<file path="src/rtl/hr_pkg.sv">
package hr_pkg;
   typedef enum logic [2:0] {
      CM_ALL    = 3'd0,
      CM_SPLIT2 = 3'd1,
      CM_SPLIT4 = 3'd2,
      CM_HEMI   = 3'd3,
      CM_QUAD   = 3'd4
   } cm_mode_e;

   function automatic logic mode_legal(input logic [2:0] code);
      return code <= 3'd4;
   endfunction
endpackage

</file>
<file path="src/rtl/hr_fold.sv">
module hr_fold #(
   parameter int IN_W  = 34,
   parameter int OUT_W = 4
) (
   input  logic [IN_W-1:0]  din,
   output logic [OUT_W-1:0] dout
);
   localparam int NCHUNK = (IN_W + OUT_W - 1) / OUT_W;
   localparam int PAD_W  = NCHUNK * OUT_W;

   logic [PAD_W-1:0] ext;
   logic [OUT_W-1:0] acc [NCHUNK+1];

   assign ext    = PAD_W'(din);
   assign acc[0] = '0;

   for (genvar g = 0; g < NCHUNK; g++) begin : g_chunk
      assign acc[g+1] = acc[g] ^ ext[g*OUT_W +: OUT_W];
   end

   assign dout = acc[NCHUNK];
endmodule

</file>
<file path="src/rtl/hr_ha_table.sv">
module hr_ha_table #(
   parameter int NUM_HA = 16,
   parameter int NUM_MC = 4
) (
   input  logic [$clog2(NUM_HA)-1:0] ha,
   output logic [$clog2(NUM_MC)-1:0] near_mc,
   output logic                      hemi
);
   localparam int MC_W = $clog2(NUM_MC);
   localparam int HPQ  = NUM_HA / 4;
   localparam int MPQ  = NUM_MC / 4;

   logic [MC_W-1:0] near_tbl [NUM_HA];
   logic            hemi_tbl [NUM_HA];

   for (genvar g = 0; g < NUM_HA; g++) begin : g_agent
      assign near_tbl[g] = MC_W'((g / HPQ) * MPQ + ((g % HPQ) * MPQ) / HPQ);
      assign hemi_tbl[g] = (g >= NUM_HA / 2);
   end

   assign near_mc = near_tbl[ha];
   assign hemi    = hemi_tbl[ha];
endmodule

</file>
<file path="src/rtl/hr_pick.sv">
module hr_pick import hr_pkg::*; #(
   parameter int ADDR_W   = 40,
   parameter int LINE_OFF = 6,
   parameter int NUM_HA   = 16,
   parameter int NUM_MC   = 4,
   parameter int SZ_W     = 6
) (
   input  cm_mode_e                  mode,
   input  logic [SZ_W-1:0]           size,
   input  logic [ADDR_W-1:0]         addr,
   output logic [$clog2(NUM_HA)-1:0] ha,
   output logic [$clog2(NUM_MC)-1:0] mc
);
   localparam int HA_W   = $clog2(NUM_HA);
   localparam int MC_W   = $clog2(NUM_MC);
   localparam int LINE_W = ADDR_W - LINE_OFF;
   localparam int MPH    = NUM_MC / 2;
   localparam int MPQ    = NUM_MC / 4;

   logic [LINE_W-1:0] line;
   logic [HA_W-1:0]   h;
   logic [MC_W-1:0]   m;
   logic [SZ_W-1:0]   sh1, sh2;
   logic              r2;
   logic [1:0]        r4;
   logic [MC_W-1:0]   near_mc;
   logic              hemi;

   assign line = addr[ADDR_W-1:LINE_OFF];

   hr_fold #(.IN_W(LINE_W), .OUT_W(HA_W)) u_fold_ha (.din(line), .dout(h));
   hr_fold #(.IN_W(LINE_W), .OUT_W(MC_W)) u_fold_mc (.din(line), .dout(m));

   assign sh1 = size - SZ_W'(1);
   assign sh2 = size - SZ_W'(2);
   assign r2  = 1'(addr >> sh1);
   assign r4  = 2'(addr >> sh2);

   hr_ha_table #(.NUM_HA(NUM_HA), .NUM_MC(NUM_MC)) u_tbl (
      .ha(h), .near_mc(near_mc), .hemi(hemi)
   );

   always_comb begin
      ha = h;
      mc = m;
      unique case (mode)
         CM_SPLIT2: begin
            ha = {r2, h[HA_W-2:0]};
            mc = MC_W'(int'(r2) * MPH + int'(m) % MPH);
         end
         CM_SPLIT4: begin
            ha = {r4, h[HA_W-3:0]};
            mc = MC_W'(int'(r4) * MPQ + int'(m) % MPQ);
         end
         CM_HEMI: begin
            mc = MC_W'(int'(hemi) * MPH + int'(m) % MPH);
         end
         CM_QUAD: begin
            mc = near_mc;
         end
         default: begin
            ha = h;
            mc = m;
         end
      endcase
   end
endmodule

</file>
<file path="src/rtl/hr_cfg.sv">
module hr_cfg import hr_pkg::*; #(
   parameter int SZ_W   = 6,
   parameter int SZ_RST = 40
) (
   input  logic            clk,
   input  logic            rst_n,
   input  logic            wr_en,
   input  logic [2:0]      wr_mode,
   input  logic [SZ_W-1:0] wr_size,
   input  logic            busy,
   output cm_mode_e        mode,
   output logic [SZ_W-1:0] size,
   output logic            err
);
   always_ff @(posedge clk) begin
      if (!rst_n) begin
         mode <= CM_ALL;
         size <= SZ_W'(SZ_RST);
         err  <= 1'b0;
      end else begin
         err <= 1'b0;
         if (wr_en) begin
            if (busy || !mode_legal(wr_mode)) begin
               err <= 1'b1;
            end else begin
               mode <= cm_mode_e'(wr_mode);
               size <= wr_size;
            end
         end
      end
   end
endmodule

</file>
<file path="src/rtl/hr_router.sv">
module hr_router import hr_pkg::*; #(
   parameter int ADDR_W   = 40,
   parameter int LINE_OFF = 6,
   parameter int NUM_HA   = 16,
   parameter int NUM_MC   = 4,
   parameter int CORE_W   = 4,
   parameter int HA_W     = $clog2(NUM_HA),
   parameter int MC_W     = $clog2(NUM_MC),
   parameter int SZ_W     = $clog2(ADDR_W + 1)
) (
   input  logic              clk,
   input  logic              rst_n,
   input  logic              cfg_wr,
   input  logic [2:0]        cfg_mode,
   input  logic [SZ_W-1:0]   cfg_size,
   output logic              cfg_err,
   input  logic              req_valid,
   output logic              req_ready,
   input  logic [ADDR_W-1:0] req_addr,
   input  logic [CORE_W-1:0] req_core,
   output logic              rsp_valid,
   input  logic              rsp_ready,
   output logic [HA_W-1:0]   rsp_ha,
   output logic [MC_W-1:0]   rsp_mc,
   output logic [CORE_W-1:0] rsp_core
);
   if ((NUM_HA & (NUM_HA - 1)) != 0 || NUM_HA < 4) begin : g_bad_ha
      $error("NUM_HA must be a power of two of at least 4");
   end
   if ((NUM_MC & (NUM_MC - 1)) != 0 || NUM_MC < 4 || NUM_MC > NUM_HA) begin : g_bad_mc
      $error("NUM_MC must be a power of two between 4 and NUM_HA");
   end
   if (LINE_OFF < 1 || LINE_OFF + HA_W > ADDR_W) begin : g_bad_line
      $error("LINE_OFF leaves too few line-address bits");
   end

   cm_mode_e        cur_mode;
   logic [SZ_W-1:0] cur_size;
   logic [HA_W-1:0] nxt_ha;
   logic [MC_W-1:0] nxt_mc;
   logic            busy;
   logic            accept;

   assign busy      = req_valid | rsp_valid;
   assign req_ready = !rsp_valid || rsp_ready;
   assign accept    = req_valid && req_ready;

   hr_cfg #(.SZ_W(SZ_W), .SZ_RST(ADDR_W)) u_cfg (
      .clk(clk), .rst_n(rst_n), .wr_en(cfg_wr), .wr_mode(cfg_mode),
      .wr_size(cfg_size), .busy(busy), .mode(cur_mode), .size(cur_size),
      .err(cfg_err)
   );

   hr_pick #(
      .ADDR_W(ADDR_W), .LINE_OFF(LINE_OFF), .NUM_HA(NUM_HA),
      .NUM_MC(NUM_MC), .SZ_W(SZ_W)
   ) u_pick (
      .mode(cur_mode), .size(cur_size), .addr(req_addr),
      .ha(nxt_ha), .mc(nxt_mc)
   );

   always_ff @(posedge clk) begin
      if (!rst_n) begin
         rsp_valid <= 1'b0;
         rsp_ha    <= '0;
         rsp_mc    <= '0;
         rsp_core  <= '0;
      end else begin
         if (req_ready) rsp_valid <= req_valid;
         if (accept) begin
            rsp_ha   <= nxt_ha;
            rsp_mc   <= nxt_mc;
            rsp_core <= req_core;
         end
      end
   end
endmodule

</file>
<file path="config.mk">
export PLATFORM = sky130hd
export DESIGN_NAME = hr_router
export DESIGN_NICKNAME = d
export VERILOG_FILES = /design/src/rtl/hr_pkg.sv /design/src/rtl/hr_fold.sv /design/src/rtl/hr_ha_table.sv /design/src/rtl/hr_pick.sv /design/src/rtl/hr_cfg.sv /design/src/rtl/hr_router.sv
export SDC_FILE = /design/constraint.sdc
export NUM_CORES = 1
export LEC_CHECK = 0
export CORE_ASPECT_RATIO = 1.75
export CORE_MARGIN = 2
export CORE_UTILIZATION = 40
export DETAILED_ROUTE_END_ITERATION = 8
export DONT_BUFFER_PORTS = 1
export HOLD_SLACK_MARGIN = 0.06
export PLACE_DENSITY_LB_ADDON = 0.25
export SLEW_MARGIN = 20
export SYNTH_ARGS = -nofsm -noshare
export SYNTH_HDL_FRONTEND = slang
export SYNTH_SLANG_ARGS = --single-unit
</file>
<file path="constraint.sdc">
create_clock -name clk -period 5.3 [get_ports clk]
set_input_delay 1.59 -clock clk [delete_from_list [all_inputs] [get_ports clk]]
set_output_delay 1.59 -clock clk [all_outputs]
set_load 0.01 [all_outputs]
</file>
# Word level (Yosys, flattened, before mapping)
# Memory sizes are Yosys's and may differ from the RTL's.
# Index checks and enable logic that the tools add are counted.
[word_totals]
register_bits = 21
latchBits = 0
ram_bits = 0
romBits = 48
input_bits = 58
out_inout_bits = 13
wordCells = 62
memories = 2
[op_classes]
addsub = 4
mul = 0
n_div = 0
magnitude_cmp = 2
n_eq_ne = 4
shifts = 2
n_mux = 7
bitwise = 27
n_reduce_logical = 7
[memory_table]
columns = ["name", "words", "word_bits", "rd", "rd_clocked_by_memory_dff", "wr", "line", "rtl"]
rows = [
  ["(no name shown)", 16, 2, 1, 0, 0, "hr_ha_table.sv:21", "assign near_mc = near_tbl[ha];"],
  ["(no name shown)", 16, 1, 1, 0, 0, "hr_ha_table.sv:22", "assign hemi = hemi_tbl[ha];"],
]
[op_table]
columns = ["op", "count"]
rows = [
  ["40-bit by 6-bit >> shifter with 1-bit output", 1],
  ["40-bit by 6-bit >> shifter with 2-bit output", 1],
  ["2-bit XOR", 16],
  ["4-bit XOR", 7],
  ["2-bit case mux with 4 select lines", 1],
  ["4-bit case mux with 2 select lines", 1],
  ["3-bit by 2-bit equality test with 1-bit output, second input constant", 2],
  ["6-bit by 1-bit subtractor with 6-bit output, second input constant", 1],
  ["6-bit by 2-bit subtractor with 6-bit output, second input constant", 1],
  ["5-bit >= comparator, second input constant", 1],
  ["4-bit inverter with 5-bit output", 1],
  ["2-bit by 1-bit adder with 2-bit output", 2],
  ["2-bit two-way mux", 2],
  ["2-bit AND reduction", 2],
  ["4-bit by 2-bit XOR with 4-bit output", 1],
  ["3-bit by 1-bit equality test with 1-bit output, second input constant", 1],
  ["3-bit equality test, second input constant", 1],
  ["3-bit <= comparator, second input constant", 1],
  ["1-bit two-way mux", 3],
  ["1-bit zero test", 2],
  ["1-bit logical OR", 2],
  ["1-bit logical AND", 1],
  ["1-bit inverter", 1],
  ["1-bit OR", 1],
]

# Longest topological paths before layout
# Gate-level depths: netlist of the first run.
[depth]
depth_word = 18
depth_mapped = 11
mapped_depth_nobuf = 8

# Hierarchy
# Synthesis of the first run repeated with hierarchy kept, for this count alone.
[hier_totals]
hier_cells = 310
hier_area_um2 = 2975.4
[by_module_without_submodules]
columns = ["module", "n_inst", "cells_each", "area_per_inst_um2", "seq_area_each_um2"]
rows = [
  ["hr_pick", 1, 157, 1500.2, 0.0],
  ["hr_router", 1, 49, 455.4, 220.2],
  ["hr_cfg", 1, 43, 419.2, 200.2],
  ["hr_fold (u_pick.u_fold_mc)", 1, 30, 290.3, 0.0],
  ["hr_fold (u_pick.u_fold_ha)", 1, 28, 287.8, 0.0],
  ["hr_ha_table", 1, 3, 22.5, 0.0],
]

# Worst setup path after synthesis of the first run
# No wires, ideal clock.
[synth_path]
kind = "in2out"
from = "input port rsp_ready"
to = "output port req_ready"
t_arrival_ns = 1.777
t_required_ns = 3.710
setup_slack_ns = 1.933
cell_stages = 1
n_path_buf = 0
cell_sequence = "nand2b_1"
[synth_between]
elab_chain_len = 1
[synth_lines]
columns = ["item", "line", "rtl"]
rows = [
  ["start: declaration", "hr_router.sv:22", "input logic rsp_ready,"],
  ["1-bit logical OR", "hr_router.sv:45", "assign req_ready = !rsp_valid || rsp_ready;"],
  ["end: declaration", "hr_router.sv:18", "output logic req_ready,"],
]
# Every way passes these cells.

# Worst setup path in the final report of the first run
# Same ends and word-level chain as after synthesis.

==> results_dict.tcl, run 1 <==
set metrics [dict create \
    route.detailed.drc 0 \
    cts_hold_buf 0 \
    synth_common_cells "mux2i_1 (26), xnor2_1 (24), mux4_2 (23)" \
    clkSlewWorstSetupHoldPaths_ns 0.07 \
    maxCapViolCount 0 \
    setup_viol 0 \
    drtIter0Drc 80 \
    worst_pin_slew_ns 0.619 \
    cts-root-buf "clkbuf_8" \
    ys_types 52 \
    status "completed" \
    path_class "in2out" \
    initial_core_util_pct 40.9 \
    cp_slowest_cell "nand2b_1" \
    tritoncts "yes" \
    gr-total-overflow 0 \
    drv_slew 0 \
    multi_input_area_mm2 0.00199 \
    first_pass_iters 4 \
    viasPerCell 6.03 \
    nNetsFinal 310 \
    grt_pass1_wl_um 10200 \
    cts_inserted_buffers 3 \
    grt_max_degree 38 \
    synth.most_common_cell "mux2i_1" \
    dp_hpwl_um 5250 \
    fp.dieArea_mm2 0.00700 \
    hp-class "reg2reg" \
    syn-num-nets 321 \
    gp_congestion 0.866 \
    register_area_um2 422 \
    num_io_pins 71 \
    die_h_um 109 \
    wl_per_cell_um 19.4 \
    vdd_drop_max_uv 90.0 \
    crit_path_max_incr_delay_ns 0.20 \
    dpl-instance-area_mm2 0.00254 \
    syn_area_per_cell_um2 9.73 \
    finalWirelength_um 6370 \
    ys.flop_type "dfxtp_1" \
    track_usage_pct 18.5 \
    cts_resized 0 \
    grt_pass1_vias 2089 \
    crit_fanout 4 \
    synth_seq_cells 21 \
    synth_area_mm2 0.00253 \
    ant_nets 0 \
    n_antenna_cell 0 \
    rsz0062_at_grt "no" \
    antenna_found_initial 0 \
    yosys_warnings 0 \
    synth_top_area_share_pct 20.5 \
    period_minus_slack_ns 3.38 \
    worst-r2r-setup-slack_ns 2.35 \
    drive_gt1_share_pct 14.5 \
    power_mw 0.505 \
    vias 1978 \
    num_rows 38 \
    clk_path_buf_depth 2 \
    cpLargestDelayFamily "simple AND/OR/NAND/NOR gates" \
    cp-end-kind "output pin" \
    die_w_um 64.1 \
    core_mm2 0.00618 \
    cp.buffers_inverters 0 \
    crit_chain "nand2b_1" \
    fmax_mhz 296 \
    final_area_mm2 0.00259 \
    cp-start-kind "primary input" \
    cts_setup_buffers 0 \
    crit_arrival_ns 1.79 \
    utilization_pct 41.9 \
    leakagePower_nw 0.899 \
    insertion_delay_ns 0.26 \
    synth_top_area_cell "mux4_2" \
    synth_edf_count 0 \
    holdWs_ns 0.509 \
    fillers 626 \
    seq_area_frac_synth_pct 16.6 \
    finalCritPeriodShare_pct 63.8 \
    async_reset_ff_share_pct 0 \
    clock-sinks 21 \
    final_hold_viol_count 0 \
    required_ns 3.71 \
    port_buffers 0 \
    cts_max_level 1 \
    synth_area_leaders "mux4_2 (20%), dfxtp_1 (17%), mux2i_1 (10%)" \
    area_delta_synth_final_pct 2.32 \
    skew_ns 0.00319 \
    setup-tns-final_ns 0 \
    max_slew_margin_pct 58.6 \
    syn_inst 260 \
    powerDensity_mw_per_mm2 195 \
]
[routing by layer]
metal | global-route usage (%) | vias up | share of wire, %
met5 | 0 | - | 0
met4 | 6.84 | 0 | 2.5
met3 | 2.79 | 8 | 5.1
met2 | 36.1 | 64 | 55
met1 | 19.5 | 956 | 37
li1 | - | 950 | -
[registers in the layout (all words and copies together) (netlist names)]
signal / flops
rsp_core: 4
rsp_ha: 4
rsp_mc: 2
rsp_valid: 1
u_cfg.err: 1
u_cfg.mode: 3
u_cfg.size: 6
[placed cells by master, fill, tap and decap left out, types with 2 or more instances in the layout]
| master | instances |
|---|---|
| inv_1 | 5 |
| nand2b_1 | 3 |
| xor2_1 | 9 |
| a21boi_0 | 5 |
| a31oi_1 | 4 |
| a21oi_1 | 6 |
| mux2i_1 | 26 |
| o21ai_0 | 11 |
| ha_1 | 3 |
| buf_4 | 2 |
| nor2_1 | 12 |
| mux4_1 | 2 |
| nand3_1 | 8 |
| nor3b_1 | 4 |
| clkbuf_8 | 3 |
| o31ai_1 | 2 |
| and2_1 | 5 |
| nor2b_1 | 11 |
| mux4_2 | 23 |
| nor3_1 | 4 |
| xnor2_1 | 24 |
| nand4_1 | 4 |
| o211ai_1 | 4 |
| dfxtp_1 | 20 |
| nand2_1 | 22 |
[final timing paths]
path,start,endpoint,cells past startpoint
min reg2reg,rsp_core[2],rsp_core[2],2
max,rsp_ready,req_ready,1
max reg2reg,u_cfg.size[1],rsp_mc[1],8
min,rsp_core[2],rsp_core[2],2
[power by group]
group / switching [mW] / leakage [nW] / internal (mW) / total [mW]
Combinational: 0.103 / 0.700 / 0.113 / 0.216
Clock: 0.0496 / 0.0255 / 0.0523 / 0.102
Sequential: 0.0168 / 0.173 / 0.171 / 0.188
Total: 0.169 / 0.899 / 0.336 / 0.505
[per-stage QoR]
stage,worst slack (ns),std cells
floorplan,1.93,260
global placement,1.93,324
detailed placement,1.92,324
CTS,1.92,328
global route,1.90,328
finish,1.92,328
[kinds of logic after synthesis]
group | Yosys count | synth area share, %
adders and majority gates | 3 | 1.48
xor gates and xnor gates | 36 | 14.2
AOI/OAI and AO/OA | 43 | 12.0
DFF | 21 | 16.6
buffers and inverters | 23 | 4.85
and+or+nand+nor | 81 | 17.0
muxes | 53 | 33.9
[cell type report]
type	count	area share [%]
multi-input cells	216	76.8
flip-flops and latches	21	16.3
well taps	80	3.87
clock buffers	3	1.59
inverters	5	0.725
repair buffers	2	0.580
clock inverters	1	0.193
(Power assumes the default switching activity.)
==> inputs of run 2 (changes only) <==
Clock period 5.3 ns to 3 ns, I/O delays scaled along.
==> run 2 against run 1 <==
  * Power is 81% higher
  * Worst hold slack worse by 0.0011 ns
  * Critical endpoint is now rsp_ha[3]
  * Final cell count increased by 1.2%
==> results_dict.tcl, run 2 (synthesis gave the netlist of run 1 again) <==
set metrics [dict create \
    insertion_delay_ns 0.27 \
    num_io_pins 71 \
    cts_max_level 1 \
    m1WireLength_um 2360 \
    dp_hpwl_um 5570 \
    drv_slew 0 \
    initial_core_util_pct 40.9 \
    area_delta_synth_final_pct 3.51 \
    finalNonFillerCells 332 \
    port_buffers 0 \
    p_clk_share_pct 21.1 \
    pwr-share-seq_pct 36.4 \
    power.internal_mw 0.599 \
    n_antenna_cell 0 \
    finalWirelength_um 6770 \
    worstRegToRegCells 6 \
    status "completed" \
    crit_arrival_ns 2.64 \
    grt_pass1_wl_um 10900 \
    layout_common_cells "mux2i_1 (26), xnor2_1 (24), mux4_2 (23), nand2_1 (22), dfxtp_1 (20)" \
    cts-root-buf "clkbuf_8" \
    grt_max_degree 38 \
    fillers 640 \
    route.met3.wl_um 398 \
    crit_fanout 37 \
    antenna_found_initial 0 \
    cts_resized 0 \
    vdd_drop_max_uv 147 \
    cts_inserted_buffers 3 \
    utilization_pct 42.4 \
    core_mm2 0.00618 \
    route.detailed.drc 0 \
    grt_pass1_vias 2112 \
    fmax_mhz 402 \
    final_common_cell "mux2i_1" \
    hold_depth 2 \
    hp-class "reg2reg" \
    cp-end-kind "flip-flop" \
    powerDensity_mw_per_mm2 349 \
    rsz0062_at_grt "no" \
    setup-tns-final_ns 0 \
    path_class "reg2reg" \
    required_ns 3.15 \
    clkSlewWorstSetupHoldPaths_ns 0.08 \
    viasPerCell 6.07 \
    holdWs_ns 0.508 \
    gp_congestion 0.897 \
    cp-start-kind "flip-flop" \
    p_sw_share_pct 34.4 \
    ant_nets 0 \
    gr-total-overflow 0 \
    highest_layer "met4" \
    track_usage_pct 20.1 \
    setup_ws_ns 0.511 \
    clk_path_buf_depth 2 \
    max_slew_margin_pct 58.7 \
    cts_hold_buf 0 \
    worst_pin_slew_ns 0.618 \
    largest_registers "u_cfg.size (6), rsp_core (4), rsp_ha (4)" \
    cts_setup_buffers 0 \
    pwr-share-comb_pct 42.5 \
    largest-register "u_cfg.size" \
    drive_gt1_share_pct 15.9 \
    die_h_um 109 \
    skew_ns 0.00763 \
    finalCritPeriodShare_pct 83.0 \
    num_rows 38 \
    nNetsFinal 314 \
    first_pass_iters 4 \
    wl_met2_um 3770 \
    placedCellCount 328 \
    wl_per_cell_um 20.4 \
    maxCapViolCount 0 \
    pre_cts_ws_ns 0.456 \
    setup_viol 0 \
    final_hold_viol_count 0 \
    vias 2016 \
    tritoncts "yes" \
    largest_reg_flops 6 \
    drtIter0Drc 82 \
    period_minus_slack_ns 2.49 \
    die_w_um 64.1 \
    clock-sinks 21 \
    leakagePower_nw 0.918 \
    p_sw_mw 0.314 \
    fp.dieArea_mm2 0.00700 \
]
-- run 2: cell count changes in the layout (fill, tap and decap cells not counted) --
cell / previous run / this run
buf_4: 2 / 6
-- run 2: routing by layer --
| layer | vias to the layer above | GRT usage, % |
|---|---|---|
| met3 | 15 | 3.82 |
| met4 | 0 | 8.51 |
| met2 | 80 | 39.3 |
| met5 | - | 0 |
| li1 | 955 | - |
| met1 | 966 | 20.3 |
-- run 2: path summary, 6_finish.rpt --
| check | startpoint | endpoint | slack [ns] |
|---|---|---|---|
| setup / recovery | u_cfg.size[0] | rsp_ha[3] | 0.51 |
| setup reg to reg | u_cfg.size[0] | rsp_ha[3] | 0.51 |
| hold reg to reg | rsp_core[1] | rsp_core[1] | 0.51 |
| hold / removal | rsp_core[1] | rsp_core[1] | 0.51 |
-- run 2: final cells by class --
cell class,count,area (um2),area share (%)
Clock inverter,1,5.00,0.191
Timing Repair Buffer,6,45.0,1.72
Clock buffer,3,41.3,1.58
Sequential cell,21,422,16.1
Multi-Input combinational cell,216,1990,75.9
Inverter,5,18.8,0.717
Tap cell,80,100,3.82
-- run 2: power by group through the flow --
stage                     Sequential, mW  Clock [mW]  Combinational [mW]
after floorplan                    0.328           0               0.331
after global placement             0.339           0               0.386
after detailed placement           0.339           0               0.390
after CTS                          0.332       0.197               0.391
after global routing               0.337       0.214               0.424
final                              0.332       0.193               0.388
-- run 2: critical path: stages (launching register included) --
cell and delay [ns]:
dfxtp_2 0.33, buf_4 0.44, mux4_2 0.61, mux4_2 0.49
and2_1 0.17, o211ai_1 0.21, a31oi_1 0.11
-- run 2: metrics by stage --
step	area (um2)	total power, mW
global placement	2570	0.724
detailed placement	2570	0.728
floorplan	2530	0.659
CTS	2620	0.920
finish	2620	0.913
global route	2620	0.974
==> inputs of run 3 (changes only) <==
Settings changed: ABC_AREA from default to 1.
Clock period 3 ns to 2 ns, I/O delays scaled along.
==> run 3 against run 2 <==
  * Final cell count grew 84%
  * Clock-buffer cell count grew 1
  * Design area grew 17%
  * Synthesized area grew 9.6%
  * Synthesized cell count grew 100%
  * Clock power grew 120%
  * Sequential share of layout area shrank 2.4 points
  * Largest power group unchanged
==> results_dict.tcl, run 3 <==
set metrics [dict create \
    crit_end "rsp_mc[1]" \
    max_slew_margin_pct 70.3 \
    cts_inserted_buffers 3 \
    final_common_cell "nand2_1" \
    fillers 797 \
    synth_edf_count 0 \
    hp-class "in2reg" \
    num_rows 40 \
    async_reset_ff_share_pct 0 \
    holdCritStartpoint "rst_n" \
    synth_area_leaders "nand2_1 (25%), nand3_1 (18%), dfxtp_1 (15%)" \
    path_class "reg2reg" \
    worstRegToRegCells 12 \
    synth_top_area_share_pct 25.5 \
    track_usage_pct 26.3 \
    crit_fanout 3 \
    core_mm2 0.00681 \
    vias 3361 \
    fp.dieArea_mm2 0.00764 \
    worst_r2r_endpoint "rsp_mc[1]" \
    grt_max_degree 46 \
    worst-r2r-setup-slack_ns 0.16 \
    die_h_um 114 \
    r2r-start "u_cfg.size[2]" \
    die_w_um 66.9 \
    n_antenna_cell 0 \
    tritoncts "yes" \
    first_pass_iters 5 \
    dp_hpwl_um 7620 \
    multi_input_area_mm2 0.00206 \
    gr-total-overflow 0 \
    final_hold_viol_count 0 \
    synth_common_cells "nand2_1 (188), nand3_1 (99), inv_1 (58)" \
    synth_seq_cells 21 \
    port_buffers 0 \
    largest_reg_flops 6 \
    ys.flop_type "dfxtp_1" \
    fmax_mhz 542 \
    register_area_um2 422 \
    route.met3.wl_um 641 \
    status "completed" \
    maxCapViolCount 0 \
    powerDensity_mw_per_mm2 566 \
    grt_pass1_vias 3280 \
    cp-start-kind "flip-flop" \
    leakagePower_nw 1.58 \
    vdd_drop_max_uv 503 \
    syn_area_per_cell_um2 5.31 \
    syn-num-nets 583 \
    cts_hold_buf 0 \
    required_ns 2.19 \
    largest_registers "u_cfg.size (6), rsp_core (4), rsp_ha (4)" \
    crit_arrival_ns 2.04 \
    clkSlewWorstSetupHoldPaths_ns 0.05 \
    gp_congestion 0.939 \
    power_mw 1.74 \
    drv_slew 0 \
    grt_pass1_wl_um 15400 \
    insertion_delay_ns 0.25 \
    holdWs_ns 0.430 \
    m1WireLength_um 3320 \
    highest_layer "met4" \
    synth.most_common_cell "nand2_1" \
    period_minus_slack_ns 1.84 \
    ys_types 26 \
    ant_nets 0 \
    finalWirelength_um 9670 \
    setup_viol 0 \
    num_io_pins 71 \
    finalCritPeriodShare_pct 92.2 \
    synth_area_mm2 0.00277 \
    antenna_found_initial 0 \
    cp-end-kind "flip-flop" \
    skew_ns 0.000861 \
    yosys_warnings 0 \
    syn_inst 522 \
    synth_top_area_cell "nand2_1" \
    wl_met2_um 5090 \
    startpoint "u_cfg.size[2]" \
    route.detailed.drc 0 \
    seq_area_frac_synth_pct 15.2 \
    drtIter0Drc 189 \
    clk_path_buf_depth 2 \
    worst_pin_slew_ns 0.442 \
    initial_core_util_pct 40.7 \
    nNetsFinal 589 \
    cts_max_level 1 \
    setup-tns-final_ns 0 \
    layout_common_cells "nand2_1 (188), nand3_1 (99), inv_1 (58), nor2_1 (27), o21ai_0 (25)" \
    largest-register "u_cfg.size" \
    cts-root-buf "clkbuf_16" \
    viasPerCell 5.50 \
    wl_per_cell_um 15.8 \
    area_delta_synth_final_pct 10.8 \
    drive_gt1_share_pct 7.21 \
    clock-sinks 21 \
]
==> run 3: cell types whose count changed in the layout (fill, tap and decap cells not counted), moves of 10 or more <==
| cell | before | now |
|---|---|---|
| a21oi_1 | 6 | 21 |
| buf_4 | 6 | 16 |
| inv_1 | 5 | 58 |
| mux2i_1 | 26 | 0 |
| mux4_2 | 23 | 0 |
| nand2_1 | 22 | 188 |
| nand3_1 | 8 | 99 |
| nor2_1 | 12 | 27 |
| nor2b_1 | 11 | 0 |
| o21ai_0 | 11 | 25 |
==> run 3: worst max-delay path: stages (launching register included) <==
cell and delay [ns]:
dfxtp_1 0.30, buf_4 0.14, nor2_1 0.13, nand2_1 0.11, xor2_2 0.26, inv_1 0.13, nor3_1 0.21, o21ai_1 0.14
nand2_1 0.09, nand2_1 0.05, nand2_1 0.11, nor2_1 0.05, nor2_1 0.07
==> run 3: final cells by class <==
class	count	share of cell area (%)
repair buffers	19	5.30
multi-input cells	420	67.0
clock buffers	4	2.57
flip-flops and latches	21	13.7
repair inverters	1	0.244
inverters	62	7.70
well taps	84	3.42
==> run 3: where the power goes <==
group	internal [mW]	switching (mW)
Sequential	0.454	0.0396
Clock	0.271	0.147
Combinational	0.333	0.495
==> run 3: metal layers <==
metal	global-route usage, %	up-vias
li1	-	1681
met1	25.6	1497
met2	48.9	143
met3	3.83	40
met4	17.6	0
met5	0	-
==> run 3: repair_timing <==
item,in CTS,in global routing
gates resized for setup,0,13
buffers inserted,0,2
setup endpoints to repair,0,4
==> run 3: worst min path at each step <==
stage	end	slack [ns]	cells past startpoint
global route	u_cfg.size[3]	0.43	1
floorplan	u_cfg.mode[0]	0.46	2
CTS	u_cfg.size[3]	0.43	1
detailed placement	u_cfg.mode[0]	0.50	2
finish	u_cfg.size[3]	0.43	1
global placement	u_cfg.mode[0]	0.48	2
==> run 3: cells by family (layout without fill, tap and decap cells) <==
family          after synthesis  in the layout  share of synthesized area, %
xor+xnor                     34             34                          10.7
compound gates               59             59                          11.3
simple gates                324            324                          49.1
flops                        21             21                          15.2
fa+ha+maj                     3              3                          1.35
buf+inv                      81             86                          12.3
==> run 3: metrics by stage <==
stage	cell area (um2)	util, %	std cells	setup WS (ns)
3_3_place_gp	2920	42.9	604	0.0410
6_report	3070	45.1	611	0.155
4_1_cts	3000	44.0	608	0.0402
5_1_grt	3070	45.1	611	-0.0192
3_5_place_dp	2920	42.9	604	0.0557
2_1_floorplan	2780	-	522	0.0797
